$ cat src/rtl/l2_irq_pkg.sv
// Package: shared register-select type and the offset decode for both variants.
// Assumes byte offsets; an offset that matches no register decodes to SEL_NONE.
package l2_irq_pkg;

    typedef enum logic [2:0] {
        SEL_NONE,
        SEL_STAT,
        SEL_CLR,
        SEL_MSTAT,
        SEL_MSET,
        SEL_MCLR
    } regsel_t;

    // Latched variant offsets
    localparam logic [7:0] LAT_STAT  = 8'h00;
    localparam logic [7:0] LAT_CLR   = 8'h08;
    localparam logic [7:0] LAT_MSTAT = 8'h0C;
    localparam logic [7:0] LAT_MSET  = 8'h10;
    localparam logic [7:0] LAT_MCLR  = 8'h14;
    // Level variant offsets
    localparam logic [7:0] LVL_STAT  = 8'h00;
    localparam logic [7:0] LVL_MSTAT = 8'h04;
    localparam logic [7:0] LVL_MSET  = 8'h08;
    localparam logic [7:0] LVL_MCLR  = 8'h0C;

    // Map a byte offset to a register select for the chosen variant.
    function automatic regsel_t decode_offset(input logic [7:0] off, input bit latched);
        regsel_t s;
        s = SEL_NONE;
        if (latched) begin
            case (off)
                LAT_STAT:  s = SEL_STAT;
                LAT_CLR:   s = SEL_CLR;
                LAT_MSTAT: s = SEL_MSTAT;
                LAT_MSET:  s = SEL_MSET;
                LAT_MCLR:  s = SEL_MCLR;
                default:   s = SEL_NONE;
            endcase
        end else begin
            case (off)
                LVL_STAT:  s = SEL_STAT;
                LVL_MSTAT: s = SEL_MSTAT;
                LVL_MSET:  s = SEL_MSET;
                LVL_MCLR:  s = SEL_MCLR;
                default:   s = SEL_NONE;
            endcase
        end
        return s;
    endfunction

endpackage

$ cat src/rtl/l2_reg_decode.sv
// Module: register decode. It turns one bus request into a register select and
// into write strobes for the clear, mask-set and mask-clear registers.
// Assumes ADDR_W >= 8 and at most one request per cycle; address bits above
// bit 7 must be zero for a hit.
module l2_reg_decode
    import l2_irq_pkg::*;
#(
    parameter int ADDR_W  = 8,
    parameter bit LATCHED = 1'b1
) (
    input  logic              clk,
    input  logic              rst_n,
    input  logic              req_valid,
    input  logic              req_write,
    input  logic [ADDR_W-1:0] req_addr,
    output regsel_t           sel,
    output logic              clr_we,
    output logic              mset_we,
    output logic              mclr_we
);
    localparam int HI_W = ADDR_W - 8;

    logic hi_zero;

    // Upper address bits must be zero for any register hit.
    generate
        if (HI_W > 0) begin : g_hi
            assign hi_zero = (req_addr[ADDR_W-1:8] == '0);
        end else begin : g_nohi
            assign hi_zero = 1'b1;
        end
    endgenerate

    // Offset decode through the shared package function.
    always_comb begin
        sel = hi_zero ? decode_offset(req_addr[7:0], LATCHED) : SEL_NONE;
    end

    // Write strobes, one per writable register.
    always_comb begin
        clr_we  = req_valid && req_write && (sel == SEL_CLR);
        mset_we = req_valid && req_write && (sel == SEL_MSET);
        mclr_we = req_valid && req_write && (sel == SEL_MCLR);
    end

    AST_ONE_STROBE: assert property (@(posedge clk) disable iff (!rst_n)
        $onehot0({clr_we, mset_we, mclr_we}));
    AST_NO_WRITE_ON_READ: assert property (@(posedge clk) disable iff (!rst_n)
        (req_valid && !req_write) |-> !(clr_we || mset_we || mclr_we));

endmodule

$ cat src/rtl/l2_mask_bank.sv
// Module: per-source mask register. It is changed only through the set and the
// clear strobes, and each one-bit in the write data acts on its own source.
// Assumes the set and clear strobes are never active in the same cycle.
module l2_mask_bank #(
    parameter int NSRC = 32
) (
    input  logic            clk,
    input  logic            rst_n,
    input  logic            mset_we,
    input  logic            mclr_we,
    input  logic [NSRC-1:0] wdata,
    output logic [NSRC-1:0] mask
);
    // Mask update: reset masks every source; set ORs bits in, clear ANDs them out.
    always_ff @(posedge clk) begin
        if (!rst_n) begin
            mask <= '1;
        end else if (mset_we) begin
            mask <= mask | wdata;
        end else if (mclr_we) begin
            mask <= mask & ~wdata;
        end
    end

    AST_MASK_SET: assert property (@(posedge clk) disable iff (!rst_n)
        mset_we |=> ((mask & $past(wdata)) == $past(wdata)));
    AST_MASK_CLR: assert property (@(posedge clk) disable iff (!rst_n)
        mclr_we |=> ((mask & $past(wdata)) == '0));
    AST_MASK_SET_KEEP: assert property (@(posedge clk) disable iff (!rst_n)
        mset_we |=> ((mask & ~$past(wdata)) == ($past(mask) & ~$past(wdata))));
    AST_MASK_HOLD: assert property (@(posedge clk) disable iff (!rst_n)
        (!mset_we && !mclr_we) |=> $stable(mask));

endmodule

$ cat src/rtl/l2_src_capture.sv
// Module: source status. In the latched variant it registers the previous input
// value, sets sticky bits on rising edges and clears them on write-one-to-clear.
// If an edge and a clear hit the same bit in the same cycle, the edge wins.
// In the level variant the status is the raw input. Inputs are synchronous to clk.
module l2_src_capture #(
    parameter int NSRC    = 32,
    parameter bit LATCHED = 1'b1
) (
    input  logic            clk,
    input  logic            rst_n,
    input  logic [NSRC-1:0] src_i,
    input  logic            clr_we,
    input  logic [NSRC-1:0] wdata,
    output logic [NSRC-1:0] status
);
    generate
        if (LATCHED) begin : g_latch
            logic [NSRC-1:0] prev_q;
            logic [NSRC-1:0] stat_q;
            logic [NSRC-1:0] rise;
            logic [NSRC-1:0] clr_bits;

            // Edge detect and clear-bit gating.
            always_comb begin
                rise     = src_i & ~prev_q;
                clr_bits = clr_we ? wdata : '0;
            end

            // Sticky status update: a new edge is ORed in after the clear, so the edge wins.
            always_ff @(posedge clk) begin
                if (!rst_n) begin
                    prev_q <= '0;
                    stat_q <= '0;
                end else begin
                    prev_q <= src_i;
                    stat_q <= (stat_q & ~clr_bits) | rise;
                end
            end

            assign status = stat_q;

            AST_EDGE_SETS: assert property (@(posedge clk) disable iff (!rst_n)
                1'b1 |=> ((status & $past(src_i & ~prev_q)) == $past(src_i & ~prev_q)));
            AST_STICKY: assert property (@(posedge clk) disable iff (!rst_n)
                !clr_we |=> (($past(status) & ~status) == '0));
            AST_CLEAR_ONLY_SELECTED: assert property (@(posedge clk) disable iff (!rst_n)
                clr_we |=> (($past(status) & ~status & ~$past(wdata)) == '0));
        end else begin : g_level
            // Level variant: status follows the inputs directly.
            assign status = src_i;
        end
    endgenerate

endmodule

$ cat src/rtl/l2_irq_agg.sv
// Module: top of the second-level interrupt aggregator. It ties together the
// decode, the status capture and the mask, registers the read data, and
// registers the request to the parent controller.
// Assumes one register access per cycle and sources synchronous to clk.
module l2_irq_agg
    import l2_irq_pkg::*;
#(
    parameter int NSRC    = 32,
    parameter int ADDR_W  = 8,
    parameter bit LATCHED = 1'b1
) (
    input  logic              clk,
    input  logic              rst_n,
    input  logic [NSRC-1:0]   src_i,
    input  logic              req_valid,
    input  logic              req_write,
    input  logic [ADDR_W-1:0] req_addr,
    input  logic [NSRC-1:0]   req_wdata,
    output logic [NSRC-1:0]   rd_data,
    output logic              irq_o
);
    regsel_t         sel;
    logic            clr_we;
    logic            mset_we;
    logic            mclr_we;
    logic [NSRC-1:0] status;
    logic [NSRC-1:0] mask;
    logic            rd_en;

    l2_reg_decode #(.ADDR_W(ADDR_W), .LATCHED(LATCHED)) u_dec (
        .clk       (clk),
        .rst_n     (rst_n),
        .req_valid (req_valid),
        .req_write (req_write),
        .req_addr  (req_addr),
        .sel       (sel),
        .clr_we    (clr_we),
        .mset_we   (mset_we),
        .mclr_we   (mclr_we)
    );

    l2_src_capture #(.NSRC(NSRC), .LATCHED(LATCHED)) u_cap (
        .clk    (clk),
        .rst_n  (rst_n),
        .src_i  (src_i),
        .clr_we (clr_we),
        .wdata  (req_wdata),
        .status (status)
    );

    l2_mask_bank #(.NSRC(NSRC)) u_mask (
        .clk     (clk),
        .rst_n   (rst_n),
        .mset_we (mset_we),
        .mclr_we (mclr_we),
        .wdata   (req_wdata),
        .mask    (mask)
    );

    assign rd_en = req_valid && !req_write;

    // Registered read mux: status and mask status are readable; all else reads zero.
    always_ff @(posedge clk) begin
        if (!rst_n) begin
            rd_data <= '0;
        end else if (rd_en) begin
            case (sel)
                SEL_STAT:  rd_data <= status;
                SEL_MSTAT: rd_data <= mask;
                default:   rd_data <= '0;
            endcase
        end
    end

    // Registered parent request: any pending source that is not masked.
    always_ff @(posedge clk) begin
        if (!rst_n) begin
            irq_o <= 1'b0;
        end else begin
            irq_o <= |(status & ~mask);
        end
    end

    AST_MASKED_QUIET: assert property (@(posedge clk) disable iff (!rst_n)
        (&mask) |=> !irq_o);
    AST_IDLE_QUIET: assert property (@(posedge clk) disable iff (!rst_n)
        (status == '0) |=> !irq_o);
    AST_RD_ZERO: assert property (@(posedge clk) disable iff (!rst_n)
        (rd_en && sel != SEL_STAT && sel != SEL_MSTAT) |=> (rd_data == '0));
    AST_RD_MASK: assert property (@(posedge clk) disable iff (!rst_n)
        (rd_en && sel == SEL_MSTAT && !mset_we && !mclr_we) |=> (rd_data == $past(mask)));

endmodule

$ cat config.mk
export PLATFORM = sky130hd
export DESIGN_NAME = l2_irq_agg
export DESIGN_NICKNAME = d
export VERILOG_FILES = /design/src/rtl/l2_irq_pkg.sv /design/src/rtl/l2_reg_decode.sv /design/src/rtl/l2_mask_bank.sv /design/src/rtl/l2_src_capture.sv /design/src/rtl/l2_irq_agg.sv
export SDC_FILE = /design/constraint.sdc
export NUM_CORES = 1
export LEC_CHECK = 0
export ABC_AREA = 1
export BUFFER_PORTS_ARGS = -buffer_cell sky130_fd_sc_hd__buf_2
export CAP_MARGIN = 25
export CELL_PAD_IN_SITES_DETAIL_PLACEMENT = 1
export CELL_PAD_IN_SITES_GLOBAL_PLACEMENT = 2
export CORE_UTILIZATION = 31
export CTS_BUF_LIST = sky130_fd_sc_hd__clkbuf_4 sky130_fd_sc_hd__clkbuf_8
export CTS_CLUSTER_DIAMETER = 40
export DETAILED_ROUTE_END_ITERATION = 8
export PLACE_DENSITY_LB_ADDON = 0.3
export RECOVER_POWER = 100
export SLEW_MARGIN = 30
export SYNTH_ARGS = -nofsm -noshare
export SYNTH_HDL_FRONTEND = slang
export SYNTH_SLANG_ARGS = --single-unit
export TNS_END_PERCENT = 10
$ cat constraint.sdc
create_clock -name clk -period 1 [get_ports clk]
set_input_delay 0.05 -clock clk [delete_from_list [all_inputs] [get_ports clk]]
set_output_delay 0.05 -clock clk [all_outputs]
set_load 0.1 [all_outputs]
==> results summary, run 1 <==
The detailed router's first-iteration violation count came out at ~240. The worst setup path is launched from a flip-flop. The run finished, with violations left. The pin count of the biggest net entering global routing came out at 45. The total clock sinks is ~130. The yosys synthesis warning count is 0. After detailed routing, the number of remaining DRC violations is 0. The multiplexer share of the synthesized area is 0%. The power density over the cells came out at approximately 1500 nW/µm².

The primary flip-flop cell chosen by synthesis mapping is dfxtp_1. In this run, CTS created clock tree buffers numbering 17. Setup violations remaining at the end of the flow were counted as 32.

The sequential share of power is 44.7%. Among cell families on the critical path, the largest total delay comes from flip-flops. At the worst endpoint, the required time is between 0.9 and 1 ns. The floorplan has 49 rows. After global routing the overflow that remains totals 0. dfxtp_1 takes more of the synthesized area than any other cell.

The worst reg2reg path endpoint is irq_o$_SDFF_PN0_. The floorplan step set the die height to between 100 and 150 µm. Buffers placed on the I/O ports in this run total between 100 and 150. The number of fill cells in the layout is 2284.

The final net count is ~1100. STA classifies the critical path endpoint as an output port. The startpoint identified for the worst hold timing path is rst_n. The I/O pin count is 109. The number of antenna violations at the first check in global routing is 0. The fraction of final layout cells sized beyond drive strength 1 came out at 25.9%. Summing the sequential cell areas from Yosys gives 45.3% of the chip area. The number of global-route vias before repair was just over 6000. The number of nets in the synthesized netlist is 911.

The average instance area after synthesis came out at a little under 7 µm². The most used routing layer in global routing is met2. The number of antenna diodes in the final layout is 0. By instance count, the leading cell after synthesis is nand3_1. Ranked by instance count, the synthesized netlist is headed by nand3_1 (226), nand2_1 (205), dfxtp_1 (129). The core outline area came out at roughly 18000 µm². The fraction of the cycle the final worst path needs is 104%. The per-cell routed wire length came out at around 14 µm. The final reports fail on setup timing. The worst relative slew slack came out at a little under three quarters. The final count of pins violating max slew came out at 0. Synthesis inferred 129 register bits. The share of power burned in the clock network came out at a little under 40%. The via count of the routed design is approximately 5900. The number of H-tree branching levels came out at 4. The post-CTS clock slew at the launch and capture registers of the worst setup and hold paths is approximately 0.070 ns. After layout, the minimum clock period comes to about 1.0 ns.

The switching power total is approximately 3.4 mW. The accumulated negative setup slack is -0.641 ns. Clock latency on the worst-skew pair, taken at its later pin, is around 0.44 ns.

The fraction of met2 tracks used by global routing came out at a little under two fifths. By area, the combinational part of the netlist is dominated by simple AND/OR/NAND/NOR gates. The signal on the critical path passes through buf_12. The standby leakage power is approximately 4.4 nW. The clock arrives with ~0.014 ns of skew. The count of endpoints failing hold in the final timing report is 0. The delay of the slowest cell on the worst path is around 0.38 ns. The largest individual stage delay along the critical path comes from the cell dfxtp_4. Yosys attributes the largest share of cell area to dfxtp_1 (45%), nand3_1 (20%), nand2_1 (13%). Measured in cells, the most critical reg-to-reg path has a length of 7.

The die area came out at ~19000 µm². In the post-route analysis, the smallest setup slack over all paths is -0.0418 ns. The combinational cell fraction of total power came out at between 10% and 20%. The register-to-register setup slack is about 0.010 ns. The number of stages on the worst hold path is 3. The simple-gate portion of the synthesized area came out at around 43%. The timing-limited maximum frequency is between 0.9 and 1 GHz. The internal power of the cells totals between 9 and 10 mW.

Clock tree synthesis selected as its root buffer the cell clkbuf_8. The buffer depth of the longest clock path is 2. Global routing used ~4.5% of the available met3 tracks.

In this run switching power makes up between 20% and 30% of total power. The congestion estimate from routability-driven global placement came to between 0.7 and 0.8. Setup repair after global routing could not meet its margin everywhere. The max capacitance violation total came out at 0. The count of different cell masters after synthesis is 18. The count of TritonRoute iterations in the first routing pass came out at 5. In this run, synthesis inferred 0 flip-flops with an integrated enable.

Data arrives at the worst endpoint at around 1 ns. The wire length of the first global-routing pass is 30500 µm. The xor-xnor portion of the synthesized cell area is 0%. Global routing consumed, over all layers together, a little over a fifth of the routing resources.

For the pin with the worst max-slew slack, the measured transition is roughly 0.43 ns. Summed over all layers, the routed wires come to around 19000 µm. The top cell type by area accounts for roughly 45% of the synthesized area. The synthesized netlist occupies a cell area of approximately 5700 µm². The sum of buffers and inverters on the critical path came out at 1. Once the floorplan was initialized, standard cells occupied between 30% and 40% of the core. In this run the worst path has a maximum fanout of 2.

The worst supply voltage drop on vdd came out at about 900 µV. The die width came out at approximately 140 µm. The detailed placement HPWL is ~12000 µm. The synthesized instance count is 835. The share of the synthesized area in compound gates (AO/OA/AOI/OAI) is less than 1%.

The tightest min-delay check is of the primary input to flip-flop type. The smallest hold slack is 0.0666 ns. Global routing used a little over a quarter of the available met1 tracks. TritonCTS built the clock tree. The remaining antenna violation count came out at 0.

Relative to the synthesized area, the layout overhead comes to 50.2%. The share of synthesized cell area in full adder, half adder and majority cells came out at 0%. The critical path in this run is classified as flip-flop to output port.

The share of flip-flops with an asynchronous set or reset came out at 0%. The detail-routed via count per cell came out at 4.62.
[cell type report]
cell class	count	area, µm²	area share [%]
sequential	129	2650	30.9
multi-input combinational	553	2490	29.1
timing repair buffer	239	2320	27.1
inverter	105	394	4.60
clock buffer	25	325	3.80
tap	229	287	3.35
clock inverter	5	100	1.17
[worst max-delay path by stage]
stage          cells past startpoint                        to                      from
4_1_cts                            1                rd_data[5]   rd_data[5]$_SDFFE_PN0P_
3_5_place_dp                      10   rd_data[7]$_SDFFE_PN0P_               req_addr[5]
2_1_floorplan                      4  rd_data[12]$_SDFFE_PN0P_  rd_data[12]$_SDFFE_PN0P_
6_report                           1                rd_data[5]   rd_data[5]$_SDFFE_PN0P_
5_1_grt                            1                rd_data[5]   rd_data[5]$_SDFFE_PN0P_
3_3_place_gp                      10   rd_data[7]$_SDFFE_PN0P_               req_addr[5]
[power groups by stage]
stage	Combinational (mW)	Clock [mW]	Sequential, mW
6_report	2.10	4.85	5.61
5_1_grt	2.28	5.24	5.65
4_1_cts	2.12	4.98	5.62
3_5_place_dp	1.90	0	5.73
3_3_place_gp	1.88	0	5.72
2_1_floorplan	0.560	0	6.16
[per-layer routing]
layer / share of wire (%) / routed length [µm] / up-vias
li1: - / - / 3035
met1: 46 / 8530 / 2808
met2: 51 / 9410 / 91
met3: 2.7 / 503 / 9
met4: 0.81 / 150 / 0
met5: 0 / 0 / -
[repair_timing]
item | in CTS | in global routing
gates resized for setup | 37 | 15
cloned | 0 | 0
hold buffers | 70 | 0
endpoints found under the hold margin | 96 | 0
pin swaps | 2 | 3
buffers inserted | 0 | 0
setup endpoints to repair | 34 | 40
[through the flow]
step	std cells	total power, mW	utilization, %	worst slack [ns]	instance area, µm²
finish	1285	12.6	47.5	-0.0418	8570
global route	1285	13.2	47.5	-0.0933	8570
CTS	1285	12.7	47.7	-0.0733	8590
detailed placement	1185	7.62	41.1	-0.201	7410
global placement	1185	7.60	41.1	-0.168	7410
floorplan	835	6.72	-	-0.282	5710
[layout by cell type, fill, tap and decap left out]
master,synthesis,final
nand2_1,205,204
nor2_2,6,6
nand2_2,0,1
dfxtp_1,129,94
clkbuf_4,0,5
clkinv_2,0,2
a21oi_1,1,1
nor2_4,0,1
inv_2,1,1
nor3_4,0,1
clkbuf_8,0,22
o21ai_0,5,3
nor2_1,75,74
dfxtp_4,0,8
dlymetal6s4s_1,0,1
buf_2,18,72
buf_4,13,48
or2_2,32,32
inv_1,103,104
buf_6,0,1
o21ai_2,0,1
clkdlybuf4s25_1,0,5
nand4_1,1,1
dlygate4sd3_1,0,64
bufinv_16,0,3
buf_12,0,43
nand3_1,226,227
o21ai_1,0,1
dfxtp_2,0,27
clkbuf_1,12,3
[worst min-delay path, stage by stage]
cell and delay, ns:
buf_4 0.17, buf_12 0.17, nand3_1 0.07
[cells by family (layout without fill, tap and decap cells)]
kind of cell,after synthesis,count (layout)
flops,129,129
simple gates,547,547
buf+inv,153,374
compound gates,6,6
Power figures use the tool's default switching activity.
==> run 2, diff against run 1 <==
--- a/config.mk
+++ b/config.mk
@@ -10,8 +10,8 @@
 export CAP_MARGIN = 25
 export CELL_PAD_IN_SITES_DETAIL_PLACEMENT = 1
 export CELL_PAD_IN_SITES_GLOBAL_PLACEMENT = 2
-export CORE_UTILIZATION = 31
-export CTS_BUF_LIST = sky130_fd_sc_hd__clkbuf_4 sky130_fd_sc_hd__clkbuf_8
+export CORE_UTILIZATION = 30
+export CTS_BUF_LIST = sky130_fd_sc_hd__clkbuf_16
 export CTS_CLUSTER_DIAMETER = 40
 export DETAILED_ROUTE_END_ITERATION = 8
 export PLACE_DENSITY_LB_ADDON = 0.3
==> run 2 against run 1 <==
Compared with the run above:
- count of clock-buffer cells in the layout fell by 8
- critical endpoint is now rd_data[0]
- critical path type unchanged
- the run still ends with setup timing left
- design area rose by 1.9%
- highest routed layer unchanged
- non-clock buffer count rose by 5
- global-route usage fell by 0.73 points
==> results summary, run 2 (synthesis gave the netlist of run 1 again) <==
The starting density of the core is 30.6% (was 31.6%). The top layer reached by signal wires is met4 (unchanged). Outcome: finished with violations (unchanged).

The timing-limited maximum frequency is 0.987 GHz (was 0.960 GHz). The area of all placed cells without fillers came out at 8730 µm² (was 8570 µm²). The final standard cell count with taps included and fillers excluded came out at 1297 (was 1285). The fraction of the cycle the final worst path needs is 101% (was 104%). The TritonCTS clock tree is built (unchanged).

The detail-routed via count per cell came out at 4.61 (was 4.62). The final wirelength is 19100 µm (was 18600 µm). The number of antenna violations at the first check in global routing is 0 (unchanged). The total placed cells including tap cells came to 1201 (was 1185). The post-place instance area was 7480 µm² (was 7410 µm²). The arrival time at the worst endpoint is 0.96 ns (was 0.99 ns).

The standby leakage power came to 4.47 nW (was 4.40 nW). The cell family contributing the most delay on the critical path was flip-flops (unchanged). The remaining antenna violation count was 0 (unchanged).

The type of the setup path with the least slack is flip-flop to output port (unchanged). Violated checks: setup timing (unchanged). The detailed placement HPWL is 12600 µm (was 12100 µm). The number of global-route vias before repair was 6197 (was 6047). The worst clock skew is 0.00610 ns (was 0.0138 ns). The vertical die dimension came to 140 µm (was 138 µm). The total clock sinks was 129 (unchanged). The buffer depth of the longest clock path came out at 2 (unchanged). The post-CTS clock slew at the launch and capture registers of the worst setup and hold paths is 0.06 ns (was 0.07 ns). The TritonCTS buffer count is 17 (unchanged). The power density over the cells came out at 1570 nW/µm² (was 1470 nW/µm²). The total power after layout came out at 13.7 mW (was 12.6 mW). The detailed router's first-iteration violation count is 238 (was 235). RSZ-0062 raised after global routing: true (unchanged). The number of cell rows is 50 (was 49). The number of H-tree branching levels came out at 4 (unchanged). The die width is 140 µm (was 138 µm). The worst relative slew slack is 81.3% (was 71.2%). The overflow left after global routing is 0 (unchanged). The final net count was 1126 (was 1121).

The met2 wire length is 9610 µm (was 9410 µm). Commonest non-fill, non-tap cells in the layout: nand3_1 (227), nand2_1 (201), inv_1 (104), dfxtp_1 (86), nor2_1 (75) (was nand3_1 (227), nand2_1 (204), inv_1 (104), dfxtp_1 (94), nor2_1 (74)). The count of TritonRoute iterations in the first routing pass is 4 (was 5). The routed wire length on met3 came out at 464 µm (was 503 µm). The die area came out at 19600 µm² (was 18900 µm²). The setup violation total in the final timing report came out at 3 (was 32). The slowest cell on the critical path is dfxtp_4 (unchanged).

The max capacitance violation total came to 0 (unchanged). The delay of the slowest cell on the worst path was 0.37 ns (was 0.38 ns). The maximum fanout count along the critical path was 2 (unchanged).

The per-cell routed wire length is 14.7 µm (was 14.5 µm). The worst-case setup margin in the final layout came out at -0.0137 ns (was -0.0418 ns). The DRC violation count after routing came out at 0 (unchanged). The met1 layer wirelength in the final routing came out at 8760 µm (was 8530 µm). The critical path startpoint category is a flip-flop (unchanged). The sum of buffers and inverters on the critical path came out at 1 (unchanged). The worst supply voltage drop on vdd came out at 1110 µV (was 876 µV). The pin count of the biggest net entering global routing is 49 (was 45). The final critical path time including I/O delays and setup came out at 1.01 ns (was 1.04 ns). The core outline area came out at 18600 µm² (was 18000 µm²). The I/O pin count was 109 (unchanged).

The data required time of the worst path came out at 0.95 ns (about the same). The clock root buffer is clkbuf_16 (was clkbuf_8). The wire length of the first global-routing pass came out at 31400 µm (was 30500 µm). The type of the tightest min-delay check is primary input to flip-flop (unchanged).

The leading cell type in the layout, fill and taps excluded is nand3_1 (unchanged). The weighted congestion at the end of routability-driven global placement is 0.762 (was 0.753). The total global routing track utilization is 20.4% (was 21.2%). The post-CTS setup buffer count was 0 (unchanged). The kind of end point of the critical path is an output port (unchanged).

The clock latency of the later-clocked register in the worst-skew pair is 0.42 ns (was 0.44 ns). The fraction of final layout cells sized beyond drive strength 1 came to 27.8% (was 25.9%). The area added between synthesis and finish came out at 53.0% (was 50.2%). The pre-CTS worst setup slack came to -0.276 ns (was -0.201 ns). The number of buffer cells added on primary ports came out at 108 (unchanged). List of cells traversed by the critical path: buf_12 (unchanged). The count of endpoints failing hold in the final timing report is 0 (unchanged).

The via count of the routed design came out at 5982 (was 5943). The final count of pins violating max slew is 0 (unchanged). The transition time of the tightest slew-check pin is 0.280 ns (was 0.432 ns). The number of inserted diodes came to 0 (unchanged). The accumulated negative setup slack is -0.0162 ns (was -0.641 ns).
## run 2: through the flow
step / utilization [%] / hold slack [ns]
final: 46.8 / 0.0524
after global routing: 46.8 / 0.0458
after CTS: 46.8 / 0.0356
after detailed placement: 40.1 / 0.248
after global placement: 40.1 / 0.244
after floorplan: - / 0.154
## run 2: tightest hold or removal path, stage by stage
cell	delay [ns]
buf_4	0.14
buf_12	0.15
nand3_1	0.08
## run 2: layer usage
layer | GRT usage, % | up-vias
met5 | 0 | -
met3 | 3.79 | 21
met2 | 36.6 | 82
met4 | 6.07 | 0
li1 | - | 3045
met1 | 24.7 | 2834
## run 2: layout make-up
cell class                      count  area [µm²]
Clock buffer                       17         425
Timing Repair Buffer              244        2350
Tap cell                          234         293
Multi-Input combinational cell    553        2490
Fill cell                        2317        9920
Clock inverter                     15         130
Inverter                          105         394
Sequential cell                   129        2640
## run 2: final timing paths
kind | cells after the start | to | slack (ns) | start
setup / recovery | 1 | rd_data[0] | -0.01 | rd_data[0]$_SDFFE_PN0P_
hold / removal | 3 | flip-flop | 0.05 | rst_n
setup reg to reg | 7 | irq_o$_SDFF_PN0_ | 0 | flip-flop
hold reg to reg | 2 | u_cap.status[22]$_SDFF_PN0_ | 0.47 | u_cap.g_latch.prev_q[22]$_SDFF_PN0_
## run 2: repair_timing
item	4_1_cts	5_1_grt
resized for setup	38	16
endpoints found under the setup margin	34	34
pin swaps	7	6
endpoints found under the hold margin	96	0
hold buffers	64	0
gates cloned	0	0
## run 2: power by group
group	switching, mW	leakage [nW]	total [mW]	internal [mW]
logic	1.22	3.11	2.13	0.911
registers	0.183	1.07	5.61	5.43
clock network	2.32	0.281	5.92	3.60
==> run 3, diff against run 2 <==
--- a/config.mk
+++ b/config.mk
@@ -20,4 +20,3 @@
 export SYNTH_ARGS = -nofsm -noshare
 export SYNTH_HDL_FRONTEND = slang
 export SYNTH_SLANG_ARGS = --single-unit
-export TNS_END_PERCENT = 10
==> run 3 against run 2 <==
Compared with the run above:
- the run still ends with setup timing left
- largest power group unchanged
- first-iteration DRC count shrank 16%
- clock skew fell by 0.00095 ns
- critical path type unchanged
- flip-flop and latch count unchanged
==> results summary, run 3 (synthesis gave the netlist of run 1 again) <==
The total power after layout is 14.0 mW (was 13.7 mW). The die width is 140 µm (unchanged). The switching power total came to 3.78 mW (was 3.72 mW).

The buffer depth of the longest clock path is 2 (unchanged). The cell family contributing the most delay on the critical path is flip-flops (unchanged). The I/O pin count is 109 (unchanged).

The via count of the routed design came to 6086 (was 5982). Outcome: finished with violations (unchanged). The delay of the slowest cell on the worst path came out at 0.37 ns (about the same). The area added between synthesis and finish is 56.5% (was 53.0%). The setup violation total in the final timing report came out at 19 (was 3).

The weighted congestion at the end of routability-driven global placement came out at 0.758 (was 0.762). The combined area of the multi-input logic cells is 2540 µm² (was 2490 µm²). The number of H-tree branching levels is 4 (unchanged).

The post-CTS clock slew at the launch and capture registers of the worst setup and hold paths is 0.06 ns (about the same). The total clock sinks is 129 (unchanged). The die area is 19600 µm² (unchanged). The final count of pins violating max slew is 0 (unchanged). The leading cell type in the layout, fill and taps excluded is nand3_1 (unchanged). The wire length of the first global-routing pass came out at 31400 µm (about the same). The worst supply voltage drop on vdd is 1510 µV (was 1110 µV).

The type of the tightest min-delay check was primary input to flip-flop (unchanged). The kind of end point of the critical path is an output port (unchanged). The storage element area came out at 2670 µm² (was 2640 µm²). The worst clock skew is 0.00515 ns (was 0.00610 ns). The combinational cell fraction of total power is 15.4% (was 15.6%). The final net count came out at 1133 (was 1126).

The critical path startpoint category is a flip-flop (unchanged). Violated checks: setup timing (unchanged). The detailed router's first-iteration violation count came out at 200 (was 238). The final wirelength came out at 19100 µm (about the same). The register-to-register setup slack came out at 0 ns (about the same).

The type of the setup path with the least slack is flip-flop to output port (unchanged). List of cells traversed by the critical path: buf_12 (unchanged). The remaining antenna violation count is 0 (unchanged). The DRC violation count after routing came to 0 (unchanged). The core outline area is 18600 µm² (unchanged). The worst relative slew slack came out at 77.0% (was 81.3%). The power density over the cells is 1570 nW/µm² (about the same). The clock root buffer is clkbuf_16 (unchanged).

The fraction of final layout cells sized beyond drive strength 1 was 29.9% (was 27.8%). The pre-CTS worst setup slack is -0.229 ns (was -0.276 ns). The number of global-route vias before repair came out at 6240 (was 6197). The fraction of the cycle the final worst path needs came out at 102% (was 101%). The number of fill cells in the layout came to 2284 (was 2317).

The max capacitance violation total is 0 (unchanged). The clock latency of the later-clocked register in the worst-skew pair is 0.43 ns (was 0.42 ns). The detailed placement HPWL came out at 12800 µm (was 12600 µm).

The starting density of the core came out at 30.6% (unchanged). The vertical die dimension is 140 µm (unchanged). The worst-case setup margin in the final layout came to -0.0192 ns (was -0.0137 ns).

The TritonCTS clock tree is built (unchanged). The number of buffer cells added on primary ports is 108 (unchanged). The startpoint of the most critical hold path is rst_n (unchanged). The number of cell rows came out at 50 (unchanged). The sum of buffers and inverters on the critical path came to 1 (unchanged).

The post-CTS setup buffer count is 0 (unchanged). The overflow left after global routing was 0 (unchanged). The number of stages on the worst hold path was 3 (unchanged). The arrival time at the worst endpoint came to 0.97 ns (was 0.96 ns). The data required time of the worst path came out at 0.95 ns (about the same). The detail-routed via count per cell came to 4.67 (was 4.61). The maximum fanout count along the critical path is 2 (unchanged).

RSZ-0062 raised after global routing: true (unchanged). The standby leakage power is 4.53 nW (was 4.47 nW). The worst reg2reg path endpoint is irq_o$_SDFF_PN0_ (unchanged). The sequential share of power came out at 40.1% (was 41.1%). The count of TritonRoute iterations in the first routing pass came out at 4 (unchanged).

The length in cells of the worst reg-to-reg path came out at 7 (unchanged). The timing-limited maximum frequency is 0.981 GHz (was 0.987 GHz). The number of antenna violations at the first check in global routing is 0 (unchanged). The per-cell routed wire length was 14.6 µm (was 14.7 µm). The proportion of total power due to net switching came out at 27.0% (was 27.3%). The count of endpoints failing hold in the final timing report came out at 0 (unchanged).

The internal power contribution is 10.2 mW (was 9.94 mW). The transition time of the tightest slew-check pin is 0.345 ns (was 0.280 ns). The slowest cell on the critical path is dfxtp_4 (unchanged). The number of inserted diodes came out at 0 (unchanged). The pin count of the biggest net entering global routing is 37 (was 49). The total global routing track utilization came out at 20.7% (was 20.4%). The TritonCTS buffer count is 17 (unchanged).

The final critical path time including I/O delays and setup is 1.02 ns (was 1.01 ns). Commonest non-fill, non-tap cells in the layout: nand3_1 (226), nand2_1 (196), inv_1 (100), dfxtp_1 (81), buf_2 (74) (was nand3_1 (227), nand2_1 (201), inv_1 (104), dfxtp_1 (86), nor2_1 (75)). The share of power burned in the clock network came out at 44.5% (was 43.4%).
## run 3: layout make-up
class	count	area share, %
multi-input combinational	553	28.5
inverter	105	4.42
clock buffer	17	4.77
sequential	129	29.9
tap	234	3.28
clock inverter	14	1.67
timing repair buffer	251	27.5
## run 3: worst max path at each step
stage / end / start / slack [ns] / cells past startpoint
after floorplan: rd_data[10]$_SDFFE_PN0P_ / rd_data[10]$_SDFFE_PN0P_ / 0.03 / 4
after global placement: u_cap.status[6]$_SDFF_PN0_ / req_addr[5] / -0.21 / 8
after detailed placement: flip-flop / req_addr[1] / -0.23 / 8
after CTS: rd_data[31] / rd_data[31]$_SDFFE_PN0P_ / -0.04 / 1
after global routing: irq_o$_SDFF_PN0_ / flip-flop / -0.08 / 7
final: rd_data[0] / rd_data[0]$_SDFFE_PN0P_ / -0.02 / 1
## run 3: power groups by stage
stage | sequential (mW) | combinational (mW) | clock, mW
2_1_floorplan | 6.18 | 0.559 | 0
3_3_place_gp | 5.73 | 1.93 | 0
3_5_place_dp | 5.73 | 1.95 | 0
4_1_cts | 5.61 | 2.16 | 6.34
5_1_grt | 5.64 | 2.33 | 6.54
6_report | 5.60 | 2.16 | 6.21
## run 3: worst reg2reg max path, stage by stage (launching register included)
cell and delay, ns:
dfxtp_1 0.34, inv_1 0.04, nand2_1 0.06, nand2_2 0.06
nor2_4 0.13, nand2_2 0.08, nor2_4 0.12, a21oi_2 0.06
## run 3: what timing repair did
| action | CTS | global route |
|---|---|---|
| endpoints found under the hold margin | 96 | 2 |
| endpoints found under the setup margin | 34 | 35 |
| hold buffers | 66 | 1 |
| gates resized for setup | 13 | 46 |
| pin swaps | 4 | 16 |
## run 3: stage by stage
step                std cells  setup TNS [ns]  instance area, µm²  hold WS (ns)  utilization (%)
global route             1303           -1.74                8930        0.0126             47.9
CTS                      1302          -0.948                8860       0.00329             47.5
detailed placement       1205          -19.84                7590         0.250             40.7
global placement         1205          -16.96                7590         0.243             40.7
floorplan                 835               0                5740         0.154                -
finish                   1303          -0.145                8930        0.0234             47.9
## run 3: per-layer routing
metal / GRT usage, % / part of all wire [%] / vias to the layer above
li1: - / - / 3064
met1: 24.8 / 45 / 2893
met2: 36.9 / 51 / 103
met3: 4.31 / 2.9 / 26
met4: 6.36 / 1.4 / 0
met5: 0 / 0 / -
